`config.mk`:
```
export PLATFORM = sky130hd
export DESIGN_NAME = pin_deglitch
export DESIGN_NICKNAME = d
export VERILOG_FILES = /design/src/rtl/pdg_pkg.sv /design/src/rtl/pdg_sync.sv /design/src/rtl/pdg_span.sv /design/src/rtl/pdg_filter.sv /design/src/rtl/pin_deglitch.sv
export SDC_FILE = /design/constraint.sdc
export NUM_CORES = 1
export LEC_CHECK = 0
export ABC_CLOCK_PERIOD_IN_PS = 7760
export CAP_MARGIN = 20
export CORE_MARGIN = 2
export CORE_UTILIZATION = 49
export DETAILED_ROUTE_END_ITERATION = 12
export PLACE_DENSITY = 0.64
export SLEW_MARGIN = 20
export SYNTH_ARGS = -nofsm -noshare
export SYNTH_HDL_FRONTEND = slang
export SYNTH_SLANG_ARGS = --single-unit
```
`constraint.sdc`:
```
create_clock -name clk -period 7.76 [get_ports clk]
set_input_delay 1.164 -clock clk [delete_from_list [all_inputs] [get_ports clk]]
set_output_delay 1.164 -clock clk [all_outputs]
set_load 0.005 [all_outputs]
```
`src/rtl/pdg_pkg.sv`:
```
package pdg_pkg;

    typedef enum logic [1:0] {
        MODE_BYPASS    = 2'd0,
        MODE_SYMMETRIC = 2'd1,
        MODE_PASS_LOW  = 2'd2,
        MODE_PASS_HIGH = 2'd3
    } filt_mode_e;

endpackage

```
`src/rtl/pdg_sync.sv`:
```
module pdg_sync #(
    parameter int STAGES = 2
) (
    input  logic clk,
    input  logic rst_n,
    input  logic d,
    output logic q
);
    logic [STAGES-1:0] chain_d, chain_q;

    generate
        if (STAGES == 1) begin : g_single
            always_comb chain_d = d;
        end else begin : g_multi
            always_comb chain_d = {chain_q[STAGES-2:0], d};
        end
    endgenerate

    always_ff @(posedge clk) begin
        if (!rst_n) chain_q <= '0;
        else        chain_q <= chain_d;
    end

    assign q = chain_q[STAGES-1];

    generate
        if (STAGES > 1) begin : g_chk
            // the last stage carries what the stage before it held one edge earlier
            p_sync_chain_r1: assert property (@(posedge clk) disable iff (!rst_n)
                q == $past(chain_q[STAGES-2]));
        end
    endgenerate
endmodule

```
`src/rtl/pdg_span.sv`:
```
module pdg_span #(
    parameter int CNT_W    = 4,
    parameter int SH_FINE  = 1,
    parameter int SH_MED   = 3,
    parameter int SH_LARGE = 9,
    parameter int SH_HUGE  = 11,
    localparam int LIM_W   = CNT_W + SH_HUGE
) (
    input  logic [CNT_W-1:0] count,
    input  logic             unit_sel,
    input  logic             large_sel,
    output logic [LIM_W-1:0] limit
);
    logic [CNT_W-1:0] eff_count;
    logic [LIM_W-1:0] wide_count;

    always_comb begin
        eff_count  = (count == '0) ? CNT_W'(1) : count;
        wide_count = LIM_W'(eff_count);
        unique case ({large_sel, unit_sel})
            2'b00:   limit = wide_count << SH_FINE;
            2'b01:   limit = wide_count << SH_MED;
            2'b10:   limit = wide_count << SH_LARGE;
            default: limit = wide_count << SH_HUGE;
        endcase
    end

    always_comb begin
        // a window is never shorter than one fine base period
        a_limit_nonzero_r3: assert (limit >= LIM_W'(1 << SH_FINE));
    end
endmodule

```
`src/rtl/pdg_filter.sv`:
```
module pdg_filter
    import pdg_pkg::*;
#(
    parameter int CNT_W = 4,
    parameter int LIM_W = 15
) (
    input  logic             clk,
    input  logic             rst_n,
    input  logic             s_in,
    input  logic             tick_en,
    input  logic [CNT_W-1:0] cfg_count,
    input  logic             cfg_unit,
    input  logic             cfg_large,
    input  filt_mode_e       cfg_mode,
    input  logic [LIM_W-1:0] limit,
    output logic             level
);
    localparam int CFG_W = CNT_W + 4;

    typedef struct packed {
        logic [CFG_W-1:0] cfg;
        logic [LIM_W-1:0] cnt;
        logic             out;
    } filt_state_t;

    filt_state_t st_d, st_q;
    logic [CFG_W-1:0] cfg_now;
    logic             cfg_chg;
    logic             fast_path;

    always_comb begin
        cfg_now   = {cfg_count, cfg_unit, cfg_large, cfg_mode};
        cfg_chg   = (cfg_now != st_q.cfg);
        fast_path = ((cfg_mode == MODE_PASS_LOW)  && !s_in) ||
                    ((cfg_mode == MODE_PASS_HIGH) &&  s_in);
        st_d      = st_q;
        st_d.cfg  = cfg_now;
        if (cfg_chg) begin
            st_d.cnt = '0;
        end else if (cfg_mode == MODE_BYPASS) begin
            st_d.out = s_in;
            st_d.cnt = '0;
        end else if (s_in == st_q.out) begin
            st_d.cnt = '0;
        end else if (fast_path) begin
            st_d.out = s_in;
            st_d.cnt = '0;
        end else if (tick_en) begin
            if (st_q.cnt == limit - LIM_W'(1)) begin
                st_d.out = s_in;
                st_d.cnt = '0;
            end else begin
                st_d.cnt = st_q.cnt + LIM_W'(1);
            end
        end
    end

    always_ff @(posedge clk) begin
        if (!rst_n) st_q <= '0;
        else        st_q <= st_d;
    end

    assign level = st_q.out;

    p_cnt_bound_r3: assert property (@(posedge clk) disable iff (!rst_n)
        !cfg_chg |-> (st_q.cnt < limit));
    p_bounce_clear_r4: assert property (@(posedge clk) disable iff (!rst_n)
        (cfg_mode != MODE_BYPASS && s_in == st_q.out) |=> (st_q.cnt == '0));
    p_fast_low_r5: assert property (@(posedge clk) disable iff (!rst_n)
        (!cfg_chg && cfg_mode == MODE_PASS_LOW && !s_in) |=> !level);
    p_fast_high_r6: assert property (@(posedge clk) disable iff (!rst_n)
        (!cfg_chg && cfg_mode == MODE_PASS_HIGH && s_in) |=> level);
    p_bypass_follow_r7: assert property (@(posedge clk) disable iff (!rst_n)
        (!cfg_chg && cfg_mode == MODE_BYPASS) |=> (level == $past(s_in)));
    p_tick_gate_r8: assert property (@(posedge clk) disable iff (!rst_n)
        (!cfg_chg && cfg_mode == MODE_SYMMETRIC && !tick_en) |=> $stable(level));
    p_cfg_hold_r9: assert property (@(posedge clk) disable iff (!rst_n)
        cfg_chg |=> ($stable(level) && st_q.cnt == '0));
endmodule

```
`src/rtl/pin_deglitch.sv`:
```
module pin_deglitch
    import pdg_pkg::*;
#(
    parameter int CNT_W       = 4,
    parameter int SYNC_STAGES = 2,
    parameter int SH_FINE     = 1,
    parameter int SH_MED      = 3,
    parameter int SH_LARGE    = 9,
    parameter int SH_HUGE     = 11
) (
    input  logic             clk,
    input  logic             rst_n,
    input  logic             pin_raw,
    input  logic             tick_en,
    input  logic [CNT_W-1:0] cfg_count,
    input  logic             cfg_unit,
    input  logic             cfg_large,
    input  logic [1:0]       cfg_mode,
    output logic             level_out
);
    localparam int LIM_W = CNT_W + SH_HUGE;

    logic             pin_sync;
    logic [LIM_W-1:0] win_limit;
    filt_mode_e       mode_sel;

    assign mode_sel = filt_mode_e'(cfg_mode);

    pdg_sync #(.STAGES(SYNC_STAGES)) u_sync (
        .clk   (clk),
        .rst_n (rst_n),
        .d     (pin_raw),
        .q     (pin_sync)
    );

    pdg_span #(
        .CNT_W    (CNT_W),
        .SH_FINE  (SH_FINE),
        .SH_MED   (SH_MED),
        .SH_LARGE (SH_LARGE),
        .SH_HUGE  (SH_HUGE)
    ) u_span (
        .count     (cfg_count),
        .unit_sel  (cfg_unit),
        .large_sel (cfg_large),
        .limit     (win_limit)
    );

    pdg_filter #(.CNT_W(CNT_W), .LIM_W(LIM_W)) u_filter (
        .clk       (clk),
        .rst_n     (rst_n),
        .s_in      (pin_sync),
        .tick_en   (tick_en),
        .cfg_count (cfg_count),
        .cfg_unit  (cfg_unit),
        .cfg_large (cfg_large),
        .cfg_mode  (mode_sel),
        .limit     (win_limit),
        .level     (level_out)
    );
endmodule

```
# Word level (Yosys, flattened, before mapping)
# Index checks and enable logic that the tools add are counted.
dict set report word_totals {
  register_bits 26
  latchBits 0
  ramBits 0
  mem_bits_ro 0
  output_inout_bits 1
  word_cells 35
  n_memories 0
}
dict set report op_classes {
  addsub 2
  multipliers 0
  n_div 0
  order_cmp 0
  n_eq_ne 8
  shifts 0
  muxes 8
  bitwise 2
  n_reduce_logical 11
}
# cell n
set op_table {}
lappend op_table {{$pmux 15 s3} 1}
lappend op_table {{$mux 16} 2}
lappend op_table {{$add 15x1->15 const B} 1}
lappend op_table {{$eq 15x15->1} 1}
lappend op_table {{$mux 15} 1}
lappend op_table {{$sub 15x1->15 const B} 1}
lappend op_table {{$ne 8x8->1} 1}
lappend op_table {{$eq 2x2->1 const B} 3}
lappend op_table {{$reduce_bool 3->1} 2}
lappend op_table {{$reduce_or 5->1} 1}
lappend op_table {{$logic_not 2->1} 2}
lappend op_table {{$logic_not 4->1} 1}
lappend op_table {{$mux 4} 1}
lappend op_table {{$reduce_and 4->1} 1}
lappend op_table {{$mux 1} 3}
lappend op_table {{$eq 2x1->1 const B} 1}
lappend op_table {{$logic_and 1x1->1} 2}
lappend op_table {{$ne 2x1->1 const B} 1}
lappend op_table {{$not 1->1} 2}
lappend op_table {{$eq 1x1->1} 1}
lappend op_table {{$logic_not 1->1} 1}
lappend op_table {{$logic_or 1x1->1} 1}

# Logic depth before layout (Yosys ltp)
# Gate-level depths: netlist (run 1).
dict set report logic_depth {
  depth_word 10
  mapped_depth 15
  depth_no_buf 10
}

# Hierarchy
# A second synthesis (run 1) with hierarchy kept.
dict set report hier_totals {
  cells_unflattened 222
  area_unflattened_um2 1804.2
}
# mod instances cells_each area_each_um2
set modules_own_cells {}
lappend modules_own_cells {pdg_filter 1 191 1589.0}
lappend modules_own_cells {pdg_span 1 27 162.7}
lappend modules_own_cells {pdg_sync 1 4 52.6}

# Least setup slack after synthesis (run 1)
# OpenSTA, ideal clock, no wires.
dict set report synth_path {
  path_type {input-to-reg}
  start {input port cfg_unit}
  end {register u_filter.st_q[4] (netlist name)}
  setup_time_ns 0.115
  arrival_ns 3.415
  path_slack_ns 4.230
  path_stages 14
  cell_sequence {buf_6 buf_6 buf_6 nor2_1 o21ai_0 ha_1 or4b_1 a21oi_1 o311ai_0 nand3_1 nand4b_2 o31ai_4 buf_6 nor2_1}
}
dict set report synth_via {
  elab_chain_cells 5
  elab_cells_between_ends 9
}
# element line
set synth_rtl {}
lappend synth_rtl {{start: declaration} pin_deglitch.sv:16} ;# input logic cfg_unit,
lappend synth_rtl {{$eq 2x2->1 (tied with other cells)} pdg_span.sv:20} ;# unique case ({large_sel, unit_sel})
lappend synth_rtl {{$pmux 15 s3} pdg_span.sv:20}
lappend synth_rtl {{$sub 15x1->15} pdg_filter.sv:49} ;# if (st_q.cnt == limit - LIM_W'(1)) begin
lappend synth_rtl {{$eq 15x15->1} pdg_filter.sv:49}
lappend synth_rtl {{$mux 15} pdg_filter.sv:49}
lappend synth_rtl {{end signal: assignment} pdg_filter.sv:60} ;# else st_q <= st_d;
lappend synth_rtl {{end: declaration} pdg_filter.sv:26} ;# filt_state_t st_d, st_q;
# Several ways; a longest one is shown, not always the timed one.
# A chain may end at the register's enable or synchronous reset.

# Worst setup path in the final report (run 1)
dict set report layout_path {
  start {input port cfg_count[1]}
  end {register u_filter.st_q[9] (netlist name)}
}
dict set report layout_via {
  elab_chain_cells 6
  elab_cells_between_ends 8
}
# element line
set layout_rtl {}
lappend layout_rtl {{start: declaration} pin_deglitch.sv:15} ;# input logic [CNT_W-1:0] cfg_count,
lappend layout_rtl {{$logic_not 4->1} pdg_span.sv:18} ;# eff_count = (count == '0) ? CNT_W'(1) : count;
lappend layout_rtl {{$mux 4} pdg_span.sv:18}
lappend layout_rtl {{$pmux 15 s3} pdg_span.sv:20}
lappend layout_rtl {{$sub 15x1->15} pdg_filter.sv:49}
lappend layout_rtl {{$eq 15x15->1} pdg_filter.sv:49}
lappend layout_rtl {{$mux 15} pdg_filter.sv:49}
# Several ways; a longest one is shown, not always the timed one.

==> impl_metrics.csv, run 1 <==
group,metric,value,unit
logic_synthesis,synth_cells,245,
clock_tree,ctsHoldBuffers,0,
clock_tree,cts_sinks,26,
worst_setup_path,setup.worst_path.class,"in2reg",
sta,setup_ws,3.31,ns
routing,detail-route-antenna-nets,0,
clock_tree,postCtsSetupBuffers,0,
logic_synthesis,syn_area,1980,um2
final_layout,nNetsFinal,257,
min_path,holdCritStartpoint,"u_sync.chain_q[0]$_SDFF_PN0_",
grt,antenna_found_initial,0,
worst_setup_path,start_kind,"input pin",
placed_design,post-place-ws,3.01,ns
die,initial_utilization,0.503,
power,ir_drop,0.0000795,V
min_path,whs_endpoint,"u_sync.chain_q[1]$_SDFF_PN0_",
logic_synthesis,post-synth-top-area-cell,"dfxtp_1",
grt,grt_pass1_vias,1501,
sta,setup_viol,0,
sta,worst_pin_slew,0.719,ns
die,core,3940,um2
final_layout,fillers,405,
routing,drc,0,
clock_tree,worstSkewPairLatency,0.27,ns
power,powerDensity,144,nW/um2
worst_setup_path,worst_setup_path_end_kind,"flip-flop",
final_layout,antennaDiodeCount,0,
grt,grt_max_degree,27,
sta,period_share,0.574,
die,die-width,67.6,um
worst_setup_path,regToRegSetupSlack,5.52,ns
power,p_leak,0.722,nW
final_layout,layout-drive-gt1-share,0.0702,
run_status,status,"finished clean",
worst_setup_path,crit_buf_inv,1,
worst_setup_path,r2r_start,"u_filter.st_q[14]$_SDFFE_PP0P_",
die,row_count,23,
placed_design,portBuffers,12,
routing,wire_per_inst,14.5,um
sta,slew_headroom,0.519,
worst_setup_path,regToRegEndpoint,"u_filter.st_q[9]$_SDFFE_PP0P_",
routing,drt_iter0_drc,223,
logic_synthesis,syn-num-nets,259,
worst_setup_path,r2r.worst_path.cells,6,
sta,rsz0062_at_grt,"false",
logic_synthesis,yosysTopAreaCellShare,0.263,
logic_synthesis,synth_flop_cell,"dfxtp_1",
final_layout,area_delta_synth_final,6.19,%
routing,drt-pass1-iter-count,4,
die,die_area,4570,um2
clock_tree,htree_levels,1,
sta,layout_min_cycle_time,4.45,ns
logic_synthesis,ys_async_sr_fraction,0,
placed_design,dp_hpwl,3.08,mm
min_path,whs_path_depth,1,
die,die_y,67.6,um
grt,grt_pass1_wl,7.25,mm
logic_synthesis,synth_warnings,0,
logic_synthesis,synth_edf_count,0,
worst_setup_path,critPathSlowestCell,"clkdlybuf4s50_1",
sta,fmax,225,MHz
die,io_pins,13,
sta,final_hold_viol_count,0,
worst_setup_path,required,7.91,ns
clock_tree,cts_root_buf,"clkbuf_8",
placed_design,finalWeightedCongestion,0.844,
final_layout,multi_input_area,1300,um2
clock_tree,cts_tree,"built",
clock_tree,cts_max_path_buffers,2,
routing,routed_via_density,5.74,
sta,maxSlewViolCount,0,
min_path,hp-class,"reg2reg",
logic_synthesis,synth_seq_cells,26,
worst_setup_path,cpLargestDelayFamily,"simple AND/OR/NAND/NOR gates",
worst_setup_path,crit_chain,"clkdlybuf4s50_1, nor3_2, o21ai_0, ha_1, or4b_1, a21oi_1, o311ai_0, nand3_1, nand4b_2, o31ai_4, nor2_1",
clock_tree,cts_resized,0,
logic_synthesis,ys_seq_area_frac,0.263,
worst_setup_path,slowest_delay,0.72,ns
final_layout,regArea,520,um2
logic_synthesis,synth_cell_types,61,
grt,overflow,0,
logic_synthesis,yosys-top-cells-area,"dfxtp_1 26%, xnor2_1 8.8%, nor2_1 5.1%",
clock_tree,clk_pin_slew,0.10,ns
worst_setup_path,timing.critical_path.fanout_max,18,
logic_synthesis,syn_area_per_cell,8.09,um2
routing,vias,1676,
worst_setup_path,worstPathArrival,4.60,ns
routing,wirelength,4.22,mm
sta,tns,0,ns
sta,fin_skew,0.00780,ns
grt,grt_usage,0.206,
flow_run,max_cap_viol_count,0,
clock_tree,numCtsBuffers,3,
==> cells in the final DEF, fill, tap and decap left out, types with 4 or more instances in the layout <==
cell type	count
inv_1	7
nor2_1	27
xor2_1	7
nor2b_1	4
nand2b_1	4
nand4_1	5
dfxtp_1	26
nand2_1	15
xnor2_1	20
clkdlybuf4s50_1	12
nor3_1	5
a21oi_1	15
and2_1	13
nand3_1	7
o21ai_0	6
==> power breakdown <==
| group | switching (mW) | leakage [nW] | internal, mW | total [mW] |
|---|---|---|---|---|
| Combinational | 0.0280 | 0.475 | 0.0229 | 0.0509 |
| Clock | 0.0451 | 0.0357 | 0.0690 | 0.114 |
| Sequential | 0.00114 | 0.212 | 0.136 | 0.137 |
==> Yosys cell counts, drive strengths merged, types with 3 or more instances <==
library cell / count
and3: 3
clkbuf: 7
inv: 7
xnor2: 20
nand3: 7
dfxtp: 26
o21ai: 7
nand2: 15
o211ai: 3
or3: 3
and2: 13
nor2b: 4
nand4: 5
xor2: 7
buf: 13
nand2b: 4
or2: 3
o22ai: 3
o31ai: 3
nor3: 7
nor2: 27
a21oi: 15
==> layout make-up <==
type,count,area share
well taps,50,0.0297
clock inverters,1,0.0143
repair buffers,13,0.0606
multi-input cells,192,0.616
clock buffers,3,0.0196
inverters,7,0.0125
flip-flops and latches,26,0.247
==> per-stage QoR <==
stage          hold WS, ns  power [mW]  utilization  instances  cell area, um2
3_3_place_gp         0.413       0.191        0.516        288            2030
4_1_cts              0.442       0.306        0.534        292            2100
6_report             0.440       0.302        0.534        292            2100
2_1_floorplan        0.412       0.182            -        245            1980
3_5_place_dp         0.417       0.191        0.516        288            2030
5_1_grt              0.462       0.317        0.534        292            2100
==> worst max-delay path by stage <==
| stage | start | end | slack, ns | cells after the start |
|---|---|---|---|---|
| 6_report | cfg_count[1] | u_filter.st_q[9]$_SDFFE_PP0P_ | 3.31 | 11 |
| 3_5_place_dp | cfg_count[1] | u_filter.st_q[9]$_SDFFE_PP0P_ | 3.01 | 11 |
| 4_1_cts | cfg_count[1] | u_filter.st_q[9]$_SDFFE_PP0P_ | 3.27 | 11 |
| 5_1_grt | cfg_unit | u_filter.st_q[7]$_SDFFE_PP0P_ | 2.97 | 11 |
| 2_1_floorplan | cfg_unit | u_filter.st_q[4]$_SDFFE_PP0P_ | 4.23 | 14 |
| 3_3_place_gp | cfg_count[2] | u_filter.st_q[14]$_SDFFE_PP0P_ | 3.11 | 11 |
==> worst reg2reg max path: cells and delay by family (launching register included) <==
family / cells / cell delay, ns
compound gates: 3 / 0.93
buf+inv: 1 / 0.14
flops: 1 / 0.43
simple gates: 2 / 0.64
==> flip-flops by register name, summed over array words and instances (netlist names) <==
signal and count:
u_sync.chain_q 2, u_filter.level 1, u_filter.st_q 23
==> kinds of logic (layout without fill, tap and decap cells) <==
kind of cell / after synthesis / after routing / synth area share
buf+inv: 27 / 24 / 0.0833
compound gates: 53 / 53 / 0.201
flops: 26 / 26 / 0.263
mux: 3 / 3 / 0.0183
simple gates: 107 / 107 / 0.302
xor+xnor: 27 / 27 / 0.119
fa+ha+maj: 2 / 2 / 0.0126
==> layer usage <==
layer  wire length [um]  global-route usage  vias up  part of all wire
li1                   -                   -      862                 -
met1               2130               0.304      790              0.50
met2               1920               0.322       22              0.45
met3                157              0.0267        2             0.037
met4                 19              0.0357        0            0.0045
met5                  0                   0        -                 0
Power figures use the tool's default switching activity.
==> inputs of run 2 (changes only) <==
--- a/config.mk
+++ b/config.mk
@@ -5,7 +5,7 @@
 export SDC_FILE = /design/constraint.sdc
 export NUM_CORES = 1
 export LEC_CHECK = 0
-export ABC_CLOCK_PERIOD_IN_PS = 7760
+export ABC_CLOCK_PERIOD_IN_PS = 4450
 export CAP_MARGIN = 20
 export CORE_MARGIN = 2
 export CORE_UTILIZATION = 49
==> constraint.sdc (replaced) <==
create_clock -name clk -period 4.45 [get_ports clk]
set_input_delay 0.6675 -clock clk [delete_from_list [all_inputs] [get_ports clk]]
set_output_delay 0.6675 -clock clk [all_outputs]
set_load 0.005 [all_outputs]
==> run 2 against run 1 <==
Effect of this change:
- first-iteration DRC count fell by 21%
- die area unchanged
- total power rose by 75%
- clock power up 71%
- via count up 3.9%
- register-to-register slack got worse by 3.3 ns
- wire length rose by 2.7%
- worst hold slack gained 0.018 ns
- worst setup slack got worse by 2.2 ns
- final area rose by 2.1%
- critical path type unchanged
==> impl_metrics.csv, run 2 (synthesis results as in run 1) <==
group,metric,value,unit
sta,setup_ws,1.10,ns
worst_setup_path,setup.worst_path.class,"in2reg",
clock_tree,cts_sinks,26,
clock_tree,cts_tree,"built",
die,die_area,4570,um2
sta,fin_skew,0.00224,ns
grt,grt_pass1_wl,7.16,mm
routing,wirelength,4.34,mm
placed_design,dp_hpwl,3.20,mm
power,powerDensity,246,nW/um2
grt,grt_usage,0.204,
clock_tree,clk_pin_slew,0.09,ns
clock_tree,cts_resized,0,
sta,maxSlewViolCount,0,
sta,fmax,298,MHz
final_layout,final_common_cell,"nor2_1",
final_layout,regMostFlops,"u_filter.st_q",
power,ir_drop,0.000171,V
grt,overflow,0,
routing,drt_iter0_drc,176,
sta,worst_pin_slew,0.527,ns
clock_tree,worstSkewPairLatency,0.27,ns
die,die-width,67.6,um
sta,period_share,0.754,
min_path,hp-class,"reg2reg",
placed_design,post-place-ws,0.814,ns
routing,drc,0,
grt,grt_pass1_vias,1512,
grt,antenna_found_initial,0,
worst_setup_path,required,4.59,ns
final_layout,nNetsFinal,263,
routing,wire_per_inst,14.5,um
worst_setup_path,worst_setup_path_end_kind,"flip-flop",
clock_tree,cts_root_buf,"clkbuf_8",
sta,final_hold_viol_count,0,
run_status,status,"finished clean",
clock_tree,ctsHoldBuffers,0,
sta,setup_viol,0,
clock_tree,numCtsBuffers,3,
final_layout,antennaDiodeCount,0,
routing,drt-pass1-iter-count,4,
flow_run,max_cap_viol_count,0,
worst_setup_path,worstPathArrival,3.50,ns
die,core,3940,um2
clock_tree,htree_levels,1,
sta,layout_min_cycle_time,3.35,ns
placed_design,finalWeightedCongestion,0.816,
die,die_y,67.6,um
routing,detail-route-antenna-nets,0,
routing,routed_via_density,5.84,
routing,vias,1741,
die,io_pins,13,
final_layout,utilization,0.545,
grt,grt_max_degree,26,
worst_setup_path,timing.critical_path.fanout_max,12,
die,row_count,23,
worst_setup_path,start_kind,"input pin",
clock_tree,cts_max_path_buffers,2,
final_layout,area_delta_synth_final,8.46,%
final_layout,layout-drive-gt1-share,0.0927,
sta,tns,0,ns
sta,rsz0062_at_grt,"false",
clock_tree,postCtsSetupBuffers,0,
final_layout,final_cell_mix,"27 x nor2_1, 26 x dfxtp_1, 20 x xnor2_1",
final_layout,largest_reg_flops,23,
power,total_power,529,uW
placed_design,portBuffers,12,
die,initial_utilization,0.503,
power,p_leak,0.751,nW
sta,slew_headroom,0.649,
[run 2: changes by cell type in the layout (fill, tap and decap cells not counted)]
cell,change
buf_4,+6
[run 2: final timing paths]
kind	startpoint	endpoint	slack, ns	cells past startpoint
max	cfg_count[1]	u_filter.st_q[5]$_SDFFE_PP0P_	1.10	11
max reg2reg	u_filter.st_q[14]$_SDFFE_PP0P_	u_filter.st_q[5]$_SDFFE_PP0P_	2.26	6
min reg2reg	u_sync.chain_q[0]$_SDFF_PN0_	u_sync.chain_q[1]$_SDFF_PN0_	0.46	1
min	u_sync.chain_q[0]$_SDFF_PN0_	u_sync.chain_q[1]$_SDFF_PN0_	0.46	1
[run 2: layer usage]
layer / vias up / share of wire / GRT usage
li1: 879 / - / -
met1: 824 / 0.52 / 0.292
met2: 32 / 0.43 / 0.311
met3: 6 / 0.041 / 0.0400
met4: 0 / 0.010 / 0.0485
met5: - / 0 / 0
[run 2: metrics by stage]
stage | hold slack (ns) | instances | instance area [um2]
finish | 0.458 | 298 | 2150
global route | 0.484 | 298 | 2150
CTS | 0.470 | 298 | 2150
detailed placement | 0.445 | 294 | 2080
global placement | 0.413 | 294 | 2080
floorplan | 0.412 | 245 | 1980
[run 2: critical path, stage by stage]
cell and delay, ns:
clkdlybuf4s50_1 0.43, nor3_2 0.27, o21ai_0 0.17, ha_1 0.24, or4b_1 0.46, a21oi_1 0.14, o311ai_0 0.18, nand3_1 0.17
nand4b_2 0.17, o31ai_4 0.48, nor2_1 0.11
[run 2: cell type report]
| class | instances | area (um2) |
|---|---|---|
| Timing Repair Buffer | 19 | 173 |
| Fill cell | 371 | 1790 |
| Tap cell | 50 | 62.6 |
| Sequential cell | 26 | 520 |
| Multi-Input combinational cell | 192 | 1300 |
| Clock buffer | 3 | 41.3 |
| Inverter | 7 | 26.3 |
| Clock inverter | 1 | 30.0 |
[run 2: where the power goes]
part	switching, mW	internal (mW)	leakage (nW)	total [mW]
Combinational	0.0505	0.0433	0.503	0.0938
Clock	0.0750	0.120	0.0357	0.195
Sequential	0.00228	0.237	0.212	0.239
==> inputs of run 3 (changes only) <==
--- a/config.mk
+++ b/config.mk
@@ -5,12 +5,12 @@
 export SDC_FILE = /design/constraint.sdc
 export NUM_CORES = 1
 export LEC_CHECK = 0
-export ABC_CLOCK_PERIOD_IN_PS = 4450
+export ABC_CLOCK_PERIOD_IN_PS = 3000
 export CAP_MARGIN = 20
 export CORE_MARGIN = 2
 export CORE_UTILIZATION = 49
 export DETAILED_ROUTE_END_ITERATION = 12
-export PLACE_DENSITY = 0.64
+export PLACE_DENSITY = 0.67
 export SLEW_MARGIN = 20
 export SYNTH_ARGS = -nofsm -noshare
 export SYNTH_HDL_FRONTEND = slang
==> constraint.sdc (replaced) <==
create_clock -name clk -period 3 [get_ports clk]
set_input_delay 0.45 -clock clk [delete_from_list [all_inputs] [get_ports clk]]
set_output_delay 0.45 -clock clk [all_outputs]
set_load 0.005 [all_outputs]
==> run 3 against run 2 <==
Effect of this change:
- total power rose by 51%
- final cell count rose by 4.0%
- flip-flop and latch count did not move
- die area did not move
- clock power rose by 49%
- critical path type unchanged
- largest cell class unchanged
- largest power group unchanged
==> impl_metrics.csv, run 3 (synthesis results as in run 1) <==
group,metric,value,unit
die,die_y,67.6,um
routing,topRoutingLayerUsed,"met4",
worst_setup_path,required,3.17,ns
worst_setup_path,slowest_delay,0.47,ns
sta,setup_viol,0,
placed_design,post-place-ws,-0.114,ns
final_layout,antennaDiodeCount,0,
flow_run,max_cap_viol_count,0,
grt,overflow,0,
grt,grt_pass1_wl,7.16,mm
final_layout,fillers,367,
sta,slew_headroom,0.654,
routing,wire_per_inst,14.0,um
routing,vias,1730,
worst_setup_path,setup.worst_path.class,"in2reg",
placed_design,portBuffers,12,
clock_tree,worstSkewPairLatency,0.27,ns
sta,setup_ws,0.149,ns
clock_tree,numCtsBuffers,3,
clock_tree,cts_sinks,26,
clock_tree,cts_root_buf,"clkbuf_8",
power,p_leak,0.814,nW
routing,drt-pass1-iter-count,4,
worst_setup_path,worst_setup_path_end_kind,"flip-flop",
die,io_pins,13,
die,die_area,4570,um2
clock_tree,cts_max_path_buffers,2,
final_layout,regArea,520,um2
routing,wl_met3,215,um
final_layout,multi_input_area,1300,um2
grt,grt_max_degree,26,
final_layout,largest_reg_flops,23,
die,die-width,67.6,um
sta,fin_skew,0.00288,ns
final_layout,layout-drive-gt1-share,0.135,
clock_tree,htree_levels,1,
final_layout,final_cell_mix,"27 x nor2_1, 26 x dfxtp_1, 20 x xnor2_1",
clock_tree,ctsHoldBuffers,0,
final_layout,area_delta_synth_final,13.6,%
worst_setup_path,start_kind,"input pin",
grt,antenna_found_initial,0,
sta,fmax,351,MHz
sta,worst_pin_slew,0.515,ns
final_layout,nNetsFinal,275,
run_status,status,"finished clean",
power,total_power,797,uW
worst_setup_path,worstPathArrival,3.02,ns
sta,period_share,0.950,
placed_design,finalWeightedCongestion,0.795,
sta,layout_min_cycle_time,2.85,ns
routing,routed_via_density,5.58,
grt,grt_usage,0.203,
routing,detail-route-antenna-nets,0,
final_layout,regMostFlops,"u_filter.st_q",
final_layout,final_common_cell,"nor2_1",
sta,final_hold_viol_count,0,
routing,wl_met1,2.11,mm
routing,dr_wl_met2,1.99,mm
worst_setup_path,timing.critical_path.fanout_max,12,
power,ir_drop,0.000301,V
die,row_count,23,
sta,maxSlewViolCount,0,
sta,rsz0062_at_grt,"false",
die,initial_utilization,0.503,
grt,grt_pass1_vias,1512,
routing,wirelength,4.33,mm
worst_setup_path,crit_chain,"clkdlybuf4s50_1, nor3_2, o21ai_1, ha_1, or4b_1, a21oi_1, o311ai_0, nand3_1, nand4b_2, o31ai_4, buf_12, nor2_1",
die,core,3940,um2
routing,drt_iter0_drc,174,
clock_tree,cts_tree,"built",
routing,drc,0,
worst_setup_path,critPathSlowestCell,"or4b_1",
min_path,hp-class,"reg2reg",
clock_tree,clk_pin_slew,0.09,ns
power,powerDensity,354,nW/um2
placed_design,dp_hpwl,3.22,mm
run 3: what timing repair did:
| item | in CTS | in global routing |
|---|---|---|
| gates resized for setup | 0 | 1 |
| hold endpoints to repair | 0 | 0 |
| buffers inserted | 0 | 2 |
| endpoints found under the setup margin | 0 | 12 |
run 3: area by class of cell:
class | instances | share of cell area
Clock buffer | 3 | 0.0183
Clock inverter | 1 | 0.0133
Sequential cell | 26 | 0.231
Multi-Input combinational cell | 192 | 0.576
Inverter | 7 | 0.0117
Timing Repair Buffer | 31 | 0.122
Tap cell | 50 | 0.0278
run 3: where the power goes:
part | leakage (nW) | switching (mW) | internal (mW)
logic | 0.566 | 0.0761 | 0.0741
registers | 0.212 | 0.00314 | 0.352
clock network | 0.0357 | 0.113 | 0.179
total | 0.814 | 0.192 | 0.604
run 3: metrics by stage:
step / cells / hold WS, ns / utilization / area (um2) / setup TNS [ns]
2_1_floorplan: 245 / 0.412 / - / 1980 / 0
3_3_place_gp: 304 / 0.419 / 0.549 / 2170 / -0.794
3_5_place_dp: 304 / 0.432 / 0.549 / 2170 / -1.38
4_1_cts: 308 / 0.465 / 0.567 / 2240 / 0
5_1_grt: 310 / 0.478 / 0.571 / 2250 / 0
6_report: 310 / 0.455 / 0.571 / 2250 / 0
run 3: path summary, 6_finish.rpt:
path,start,to,slack (ns),cells past startpoint
min reg2reg,u_sync.chain_q[0]$_SDFF_PN0_,u_sync.chain_q[1]$_SDFF_PN0_,0.46,1
max,cfg_count[2],u_filter.st_q[8]$_SDFFE_PP0P_,0.15,12
max reg2reg,u_filter.st_q[14]$_SDFFE_PP0P_,u_filter.st_q[8]$_SDFFE_PP0P_,0.94,7
min,u_sync.chain_q[0]$_SDFF_PN0_,u_sync.chain_q[1]$_SDFF_PN0_,0.46,1
run 3: metal layers:
metal / track usage / up-vias
met5: 0 / -
met4: 0.0383 / 0
met3: 0.0300 / 2
met2: 0.322 / 31
met1: 0.292 / 794
li1: - / 903
run 3: worst max-delay path, delay by kind of cell:
family	cells	cell delay [ns]
and+or+nand+nor	5	1.04
AOI/OAI and AO/OA	4	0.72
buffers and inverters	2	0.61
adders and majority gates	1	0.21
